$ cat src/rtl/ptl_pkg.sv
package ptl_pkg;

  typedef enum logic {
    CLR_ON_INDEX = 1'b0,
    CLR_DIRECT   = 1'b1
  } clr_mode_e;

  function automatic logic rose(input logic now_v, input logic prev_v);
    return now_v & ~prev_v;
  endfunction

  function automatic logic turned_on(input logic strobe, input logic req,
                                     input logic last_seen);
    return strobe & req & ~last_seen;
  endfunction

endpackage

$ cat src/rtl/ptl_edge.sv
module ptl_edge #(
  parameter int N = 2
) (
  input  logic         clk,
  input  logic         rst_n,
  input  logic [N-1:0] sig,
  output logic [N-1:0] rise
);
  import ptl_pkg::*;

  logic [N-1:0] prev_q;

  always_ff @(posedge clk or negedge rst_n) begin
    if (!rst_n) prev_q <= '0;
    else        prev_q <= sig;
  end

  for (genvar i = 0; i < N; i++) begin : g_bit
    assign rise[i] = rose(sig[i], prev_q[i]);
  end
endmodule

$ cat src/rtl/ptl_scan_sample.sv
module ptl_scan_sample #(
  parameter int N = 2
) (
  input  logic         clk,
  input  logic         rst_n,
  input  logic         scan_tick,
  input  logic [N-1:0] req,
  output logic [N-1:0] seen,
  output logic [N-1:0] req_on
);
  import ptl_pkg::*;

  always_ff @(posedge clk or negedge rst_n) begin
    if (!rst_n)         seen <= '0;
    else if (scan_tick) seen <= req;
  end

  for (genvar i = 0; i < N; i++) begin : g_on
    assign req_on[i] = turned_on(scan_tick, req[i], seen[i]);
  end
endmodule

$ cat src/rtl/ptl_clr_ctl.sv
module ptl_clr_ctl (
  input  logic clk,
  input  logic rst_n,
  input  logic mode,
  input  logic req_on,
  input  logic req_seen,
  input  logic idx_rise,
  output logic armed,
  output logic soft_clr,
  output logic idx_clr
);
  import ptl_pkg::*;

  clr_mode_e mode_e;
  logic      armed_d;

  assign mode_e   = clr_mode_e'(mode);
  assign soft_clr = (mode_e == CLR_DIRECT) & req_seen;
  assign idx_clr  = (mode_e == CLR_ON_INDEX) & armed & idx_rise;

  always_comb begin
    armed_d = armed;
    if (mode_e == CLR_DIRECT) armed_d = 1'b0;
    else begin
      if (idx_clr) armed_d = 1'b0;
      if (req_on)  armed_d = 1'b1;
    end
  end

  always_ff @(posedge clk or negedge rst_n) begin
    if (!rst_n) armed <= 1'b0;
    else        armed <= armed_d;
  end
endmodule

$ cat src/rtl/ptl_pv_reg.sv
module ptl_pv_reg #(
  parameter int W = 32
) (
  input  logic         clk,
  input  logic         rst_n,
  input  logic         clear,
  input  logic         step,
  output logic [W-1:0] pv
);
  function automatic logic [W-1:0] next_pv(input logic [W-1:0] cur,
                                           input logic clr, input logic stp);
    if (clr)      return '0;
    else if (stp) return cur + W'(1);
    else          return cur;
  endfunction

  always_ff @(posedge clk or negedge rst_n) begin
    if (!rst_n) pv <= '0;
    else        pv <= next_pv(pv, clear, step);
  end
endmodule

$ cat src/rtl/pulse_tally.sv
module pulse_tally #(
  parameter int NCH  = 2,
  parameter int PV_W = 32
) (
  input  logic                clk,
  input  logic                rst_n,
  input  logic [NCH-1:0]      cnt_in,
  input  logic [NCH-1:0]      idx_in,
  input  logic [NCH-1:0]      clr_req,
  input  logic [NCH-1:0]      mode_sel,
  input  logic                scan_tick,
  output logic [NCH*PV_W-1:0] pv_out
);
  localparam int TOT_W = NCH * PV_W;

  logic [NCH-1:0] cnt_rise;
  logic [NCH-1:0] idx_rise;
  logic [NCH-1:0] req_seen;
  logic [NCH-1:0] req_on;
  logic [NCH-1:0] armed;
  logic [NCH-1:0] soft_clr;
  logic [NCH-1:0] idx_clr;
  logic [TOT_W-1:0] pv_all;

  ptl_edge #(.N(NCH)) u_cnt_edge (
    .clk(clk), .rst_n(rst_n), .sig(cnt_in), .rise(cnt_rise)
  );

  ptl_edge #(.N(NCH)) u_idx_edge (
    .clk(clk), .rst_n(rst_n), .sig(idx_in), .rise(idx_rise)
  );

  ptl_scan_sample #(.N(NCH)) u_scan (
    .clk(clk), .rst_n(rst_n), .scan_tick(scan_tick),
    .req(clr_req), .seen(req_seen), .req_on(req_on)
  );

  for (genvar c = 0; c < NCH; c++) begin : g_ch
    ptl_clr_ctl u_ctl (
      .clk(clk), .rst_n(rst_n), .mode(mode_sel[c]),
      .req_on(req_on[c]), .req_seen(req_seen[c]), .idx_rise(idx_rise[c]),
      .armed(armed[c]), .soft_clr(soft_clr[c]), .idx_clr(idx_clr[c])
    );

    ptl_pv_reg #(.W(PV_W)) u_pv (
      .clk(clk), .rst_n(rst_n),
      .clear(soft_clr[c] | idx_clr[c]), .step(cnt_rise[c]),
      .pv(pv_all[c*PV_W +: PV_W])
    );
  end

  assign pv_out = pv_all;
endmodule

$ cat config.mk
export PLATFORM = sky130hd
export DESIGN_NAME = pulse_tally
export DESIGN_NICKNAME = d
export VERILOG_FILES = /design/src/rtl/ptl_pkg.sv /design/src/rtl/ptl_edge.sv /design/src/rtl/ptl_scan_sample.sv /design/src/rtl/ptl_clr_ctl.sv /design/src/rtl/ptl_pv_reg.sv /design/src/rtl/pulse_tally.sv
export SDC_FILE = /design/constraint.sdc
export NUM_CORES = 1
export LEC_CHECK = 0
export ABC_AREA = 1
export BUFFER_PORTS_ARGS = -buffer_cell sky130_fd_sc_hd__buf_2
export CORE_ASPECT_RATIO = 1.25
export CORE_MARGIN = 4
export CORE_UTILIZATION = 52
export CTS_CLUSTER_SIZE = 20
export DETAILED_ROUTE_END_ITERATION = 16
export HOLD_SLACK_MARGIN = 0.15
export PLACE_DENSITY = 0.84
export SETUP_SLACK_MARGIN = 0.5
export SYNTH_ARGS = -nofsm -noshare
export SYNTH_HDL_FRONTEND = slang
export SYNTH_SLANG_ARGS = --single-unit
export TNS_END_PERCENT = 50
$ cat constraint.sdc
create_clock -name clk -period 3.1 [get_ports clk]
set_clock_uncertainty 0.15 [all_clocks]
set_input_delay 0.93 -clock clk [delete_from_list [all_inputs] [get_ports clk]]
set_output_delay 0.93 -clock clk [all_outputs]
set_load 0.05 [all_outputs]
==> run summary, run 1 <==
RUN STATUS
------------------------------------------------------------------------
Result of the run                                           complete, no violations

LOGIC SYNTHESIS
------------------------------------------------------------------------
Post-synthesis instance area                                   4190 um^2
Top post-synthesis cells by area                            sky130_fd_sc_hd__dfrtp_1 (43%), sky130_fd_sc_hd__nand2_1 (12%), sky130_fd_sc_hd__nor2_1 (9.1%)
Number of unique standard cell types used by synthesis                30
Post-synthesis instance total                                        577
Average cell area after synthesis                              7.26 um^2
Sequential fraction of the synthesis area                          43.0%
Number of nets in the synthesized netlist                            590
Ys Warns                                                               0
Total of flip-flops plus latches after synthesis                      72
Cell taking the most area after synthesis                   sky130_fd_sc_hd__dfrtp_1
Share of the synthesized area in the top cell type                 43.0%

POWER AND IR DROP
------------------------------------------------------------------------
Worst vdd ir                                                    0.262 mV
Combinational Power Share                                           9.0%
Part of the power in the clock network                             44.0%
Ratio of total power to cell area                            422 nW/um^2
Share of total power in sequential cells                           47.0%
PnR Total Power                                                0.00208 W
Leak Pwr                                                         2.55 nW
Switching part of the total                                        26.0%
Power spent charging and discharging nets                     0.000540 W
Internal power component                                       0.00154 W

CLOCKING
------------------------------------------------------------------------
Later-pin clock latency in the skew report                       0.36 ns
CTS sink cnt                                                          72
Post-CTS Hold Buffers                                                  0
Maximum count of clock buffers along a single path                     2
H-tree depth                                                           3
Clock tree from TritonCTS                                           done
Reg clk slew, reported paths                                     0.08 ns
Post-CTS setup buffer count                                            0
Number of buffers inserted during clock tree synthesis                 9
Resized cells post-CTS                                                 0
Clock tree root buffer cell                                 sky130_fd_sc_hd__clkbuf_8

FINAL LAYOUT
------------------------------------------------------------------------
Most common cell after layout, fill and taps aside          sky130_fd_sc_hd__nand2_1
Post-layout util                                                   62.9%
ANT cells                                                              0
Fillers                                                              679
Number of nets in the layout                                         673
Leading cell types in the layout, fill and taps excluded    sky130_fd_sc_hd__nand2_1 (139), sky130_fd_sc_hd__nor2_1 (101), sky130_fd_sc_hd__buf_2 (74)
Area growth from synthesis to layout                               17.8%
Multi-input gate area                                          2080 um^2
Layout cell share with drive strength beyond 1                     22.9%
FF/Latch Area                                                  1800 um^2

STA
------------------------------------------------------------------------
Number of setup violations in the final report                         0
Final worst hold slack                                          0.340 ns
Total Neg Setup Slack                                               0 ns
Period utilisation layout                                          71.3%
Count of final hold-check violations                                   0
Highest clock frequency the design can meet                      452 MHz
Final Critical Period                                            2.21 ns
Final-report max-slew violation count                                  0
Worst slew pin tran                                             0.733 ns
Unrepaired setup endpoints after global routing                    false
Tightest slew margin relative to the limit                         51.1%

DETAILED ROUTING
------------------------------------------------------------------------
Number of detailed-route iterations in the first pass                  6
Count of unresolved DRC violations after routing                       0
Number of vias after detailed routing                              4,075
Antenna viol nets, final                                               0
Wirelength, routed                                               10.6 mm
Average vias per placed instance                                    5.36
Routed length per instance                                       13.9 um
DR iter-0 viols                                                      237

WORST SETUP PATH
------------------------------------------------------------------------
Crit path kind                                                reg -> out
Kind of start point of the critical path                        register
Top fanout value on the critical path                                  5
Kind of end point of the critical path                        output pin
Worst endpoint required time                                     2.02 ns
Slowest stage delay, CP                                          0.46 ns
Crit path launch                                            g_ch[0].u_pv.pv[12]
CP delay by family, top                                       flip-flops
Startpoint of the worst register-to-register path           g_ch[1].u_ctl.armed
Bufs and invs on worst path                                            1
Critical path data arrival time                                  1.13 ns
CP max-delay cell                                           sky130_fd_sc_hd__dfrtp_1
Critical path cell sequence                                        buf_2

GLOBAL ROUTE
------------------------------------------------------------------------
Pin count of the biggest net entering global routing                  73
Global-route wire length before repair                           18.4 mm
Number of global-route vias before repair                          4,072
Total gr overflow                                                      0
GRT Util Overall                                                   24.3%
Antenna violations before repair                                       0

JOB
------------------------------------------------------------------------
Max Cap Viol                                                           0

DIE
------------------------------------------------------------------------
Io pins                                                               75
Horizontal die dimension                                         88.3 um
Vertical die dimension                                            108 um
Initial core utilization                                           53.4%
Total Die Area                                                 9570 um^2
Number of placement rows                                              36
Core Region                                                    7840 um^2

WORST HOLD PATH
------------------------------------------------------------------------
Class of the tightest hold or removal check                   reg -> reg
Min-delay src                                               u_scan.seen[1]

PLACED DESIGN
------------------------------------------------------------------------
Final weighted congestion in routability-driven placement          0.898
Port Buffers                                                          74
DP Wirelength                                                    7.79 mm

-- power groups by stage --
stage                     clock network, W  registers, W  logic (W)
after floorplan                          0       0.00104  0.0000767
after global placement                   0      0.000996   0.000184
after detailed placement                 0      0.000997   0.000188
after CTS                         0.000928      0.000978   0.000190
after global routing              0.000981      0.000982   0.000209
final                             0.000916      0.000978   0.000187
-- worst paths after layout --
check	endpoint	slack (ns)	cells past startpoint
min reg2reg	g_ch[1].u_ctl.armed	0.34	1
min in group asynchronous	g_ch[0].u_pv.pv[2]	0.43	2
max	pv_out[12]	0.89	1
max in group asynchronous	g_ch[1].u_pv.pv[22]	2.05	2
max reg2reg	g_ch[1].u_pv.pv[5]	1.21	7
min	g_ch[1].u_ctl.armed	0.34	1
-- area by class of cell --
cell class	count	area share [%]
Clock buffer	9	2.51
Clock inverter	7	2.43
Inverter	75	5.71
Multi-Input combinational cell	425	42.2
Sequential cell	72	36.5
Tap cell	95	2.41
Timing Repair Buffer	77	8.22
-- synthesized netlist by cell type --
master,count
sky130_fd_sc_hd__o21a_1,1
sky130_fd_sc_hd__nand4_1,9
sky130_fd_sc_hd__inv_1,69
sky130_fd_sc_hd__a21oi_1,36
sky130_fd_sc_hd__nor2_2,14
sky130_fd_sc_hd__buf_2,3
sky130_fd_sc_hd__clkbuf_2,1
sky130_fd_sc_hd__nand3_2,4
sky130_fd_sc_hd__o21bai_2,1
sky130_fd_sc_hd__dfrtp_1,72
sky130_fd_sc_hd__nand2_1,139
sky130_fd_sc_hd__nor3b_1,5
sky130_fd_sc_hd__nand2_4,5
sky130_fd_sc_hd__inv_2,6
sky130_fd_sc_hd__o21bai_1,1
sky130_fd_sc_hd__nor2_1,101
sky130_fd_sc_hd__nor2_4,14
sky130_fd_sc_hd__nand3b_1,1
sky130_fd_sc_hd__nor2_8,1
sky130_fd_sc_hd__nand2_2,14
sky130_fd_sc_hd__a31oi_1,4
sky130_fd_sc_hd__nor3_1,5
sky130_fd_sc_hd__clkbuf_1,1
sky130_fd_sc_hd__o31ai_1,2
sky130_fd_sc_hd__nand3_1,38
sky130_fd_sc_hd__and3_1,1
sky130_fd_sc_hd__o21ai_0,19
sky130_fd_sc_hd__o21ai_1,7
sky130_fd_sc_hd__ha_1,2
sky130_fd_sc_hd__a22oi_1,1
-- worst register-to-register path: cells and delay by family, from the launching register on --
| family | cells | cell delay, ns |
|---|---|---|
| compound gates | 2 | 0.49 |
| buf+inv | 2 | 0.60 |
| simple gates | 3 | 0.19 |
| flops | 1 | 0.37 |
-- logic make-up (layout without fill, tap and decap cells) --
family          count (synthesis)  count (layout)  share of synthesized area, %
fa+ha+maj                       2               2                         0.597
simple gates                  351             351                          39.9
flops                          72              72                          43.0
compound gates                 72              72                          9.17
buf+inv                        80             168                          7.29
-- per-layer routing --
layer  vias up  GRT usage [%]  share of wire, %
li1       1995              -                 -
met1      1886           28.4                38
met2       161           42.5                52
met3        33           4.88               7.0
met4         0           11.0               3.0
met5         -              0                 0
-- stage by stage --
step	cell area, um^2	worst slack, ns	instances
global route	4930	0.756	760
CTS	4930	0.888	760
floorplan	4190	1.17	577
detailed placement	4690	0.559	744
global placement	4690	0.632	744
finish	4930	0.889	760
-- flip-flops by register name, indices dropped and copies added, names as in the netlist --
signal             flops
g_ch.u_ctl.armed       2
g_ch.u_pv.pv          64
u_cnt_edge.prev_q      2
u_idx_edge.prev_q      2
u_scan.seen            2
No activity file was read; power rests on OpenSTA's default activity.
==> run 2, diff against run 1 <==
- CORE_UTILIZATION: 52 -> 51
- PLACE_DENSITY: 0.84 -> 0.86
- clock period: 3.1 -> 1.9 ns (I/O delays scaled with it)
==> run summary, run 2 (synthesized netlist as in run 1, its figures left out) <==
RUN STATUS
------------------------------------------------------------------------------
Result of the run                                                 complete, no violations

WORST SETUP PATH
------------------------------------------------------------------------------
CP max-delay cell                                                 sky130_fd_sc_hd__dfrtp_2
Kind of end point of the critical path                                register
Slowest stage delay, CP                                                0.41 ns
Most common cell on crit path                                     sky130_fd_sc_hd__nor2_4
Critical path data arrival time                                        1.90 ns
Top fanout value on the critical path                                        4
Slack of the worst reg-to-reg path                                     0.11 ns
Kind of start point of the critical path                              register
Worst endpoint required time                                           2.01 ns
Register-to-Register Path Depth                                              9
Critical Path Stages                                                         9
Bufs and invs on worst path                                                  3
Critical path cell sequence                                       buf_12 > ha_4 > inv_2 > nor2_4 > buf_4 > nand3_4 > nor2_4 > o21ai_1 > a21oi_1
Crit path kind                                                      reg -> reg
CP delay by family, top                                           simple AND/OR/NAND/NOR gates

DIE
------------------------------------------------------------------------------
Io pins                                                                     75
Horizontal die dimension                                               89.1 um
Vertical die dimension                                                  109 um
Total Die Area                                                       9740 um^2
Number of placement rows                                                    36
Initial core utilization                                                 53.1%
Core Region                                                          7880 um^2

FINAL LAYOUT
------------------------------------------------------------------------------
Most common cell after layout, fill and taps aside                sky130_fd_sc_hd__nand2_1
Area growth from synthesis to layout                                     55.3%
Post-layout util                                                         82.6%
Largest Register                                                  g_ch.u_pv.pv
Layout cell share with drive strength beyond 1                           49.7%
Finished layout cell area                                            6510 um^2
Number of standard cells in the layout, taps in and fillers out            846
Leading cell types in the layout, fill and taps excluded          sky130_fd_sc_hd__nand2_1 (116), sky130_fd_sc_hd__nor2_1 (75), sky130_fd_sc_hd__buf_6 (75)
Fillers                                                                    420
Largest register FFs                                                        64
Number of nets in the layout                                               759
ANT cells                                                                    0

CLOCKING
------------------------------------------------------------------------------
H-tree depth                                                                 3
CTS sink cnt                                                                72
Reg clk slew, reported paths                                           0.08 ns
Maximum count of clock buffers along a single path                           2
Clock tree from TritonCTS                                                 done
Clock tree root buffer cell                                       sky130_fd_sc_hd__clkbuf_8
Later-pin clock latency in the skew report                             0.35 ns
Number of buffers inserted during clock tree synthesis                       9

DETAILED ROUTING
------------------------------------------------------------------------------
Number of vias after detailed routing                                    4,905
Number of detailed-route iterations in the first pass                        5
Antenna viol nets, final                                                     0
Wirelength, routed                                                     15.4 mm
DR iter-0 viols                                                            430
Count of unresolved DRC violations after routing                             0
Average vias per placed instance                                          5.80
Routed length per instance                                             18.2 um

WORST HOLD PATH
------------------------------------------------------------------------------
Class of the tightest hold or removal check                          in -> reg
Worst hold stages                                                            1

PLACED DESIGN
------------------------------------------------------------------------------
Final weighted congestion in routability-driven placement                0.901
DP Wirelength                                                          8.29 mm
Number of cells in the design after placement                              748
Port Buffers                                                                74
DP Area                                                              4890 um^2

STA
------------------------------------------------------------------------------
Period utilisation layout                                                94.1%
Highest clock frequency the design can meet                            559 MHz
Tightest slew margin relative to the limit                               74.3%
Worst slew pin tran                                                   0.386 ns
Count of final hold-check violations                                         0
Number of setup violations in the final report                               0
Final-report max-slew violation count                                        0
Total Neg Setup Slack                                                     0 ns
Unrepaired setup endpoints after global routing                           true
Final Critical Period                                                  1.79 ns

GLOBAL ROUTE
------------------------------------------------------------------------------
Number of global-route vias before repair                                4,519
Pin count of the biggest net entering global routing                        73
Antenna violations before repair                                             0
Total gr overflow                                                            0
Global-route wire length before repair                                 20.5 mm
GRT Util Overall                                                         27.1%

POWER AND IR DROP
------------------------------------------------------------------------------
Ratio of total power to cell area                                  531 nW/um^2
Leak Pwr                                                               3.09 nW
Worst vdd ir                                                          0.405 mV

JOB
------------------------------------------------------------------------------
Max Cap Viol                                                                 0

## run 2: cell types whose count changed in the layout (fill, tap and decap cells not counted), sizes merged
cell	delta
bufinv	-1
clkinv	-1
dlygate4sd3	+1
buf	+85
clkinvlp	+1
clkbuf	+1
## run 2: cell type report
class	instances	area (um^2)	share of cell area (%)
clock buffers	10	138	2.11
clock inverters	6	92.6	1.42
inverters	75	287	4.40
multi-input cells	425	2480	38.1
flip-flops and latches	72	1870	28.8
well taps	95	119	1.83
repair buffers	163	1520	23.4
## run 2: timing repair
item	CTS	global route
cloned	0	0
hold buffers	1	0
buffers inserted	54	27
endpoints found under the setup margin	117	124
endpoints found under the hold margin	72	0
pin swaps	0	36
gates resized for setup	125	106
## run 2: layer usage
metal  global-route usage (%)  vias up  wire length [um]  share of wire, %
li1                         -     2177                 -                 -
met1                     29.3     2330              5190                34
met2                     51.1      305              8080                53
met3                     4.87       93              1100               7.2
met4                     10.7        0               982               6.4
met5                        0        -                 0                 0
## run 2: where the power goes
part	switching, W	internal [W]	total (W)
clock	0.000630	0.000779	0.00141
combinational	0.000278	0.000165	0.000443
sequential	0.0000368	0.00157	0.00160
## run 2: path summary, 6_finish.rpt
| path | from | endpoint |
|---|---|---|
| max | g_ch[1].u_pv.pv[1] | g_ch[1].u_pv.pv[14] |
| min | idx_in[0] | u_idx_edge.prev_q[0] |
| max reg2reg | g_ch[1].u_pv.pv[1] | g_ch[1].u_pv.pv[14] |
| min reg2reg | u_scan.seen[0] | g_ch[0].u_ctl.armed |
| max in group asynchronous | rst_n | g_ch[1].u_pv.pv[27] |
| min in group asynchronous | rst_n | u_cnt_edge.prev_q[0] |
## run 2: stage by stage
step,power [W],hold slack [ns],worst slack (ns)
floorplan,0.00184,0.124,0.216
CTS,0.00343,0.182,0.199
global placement,0.00196,0.311,0.140
finish,0.00346,0.187,0.112
detailed placement,0.00197,0.320,0.0983
global route,0.00357,0.176,0.0203
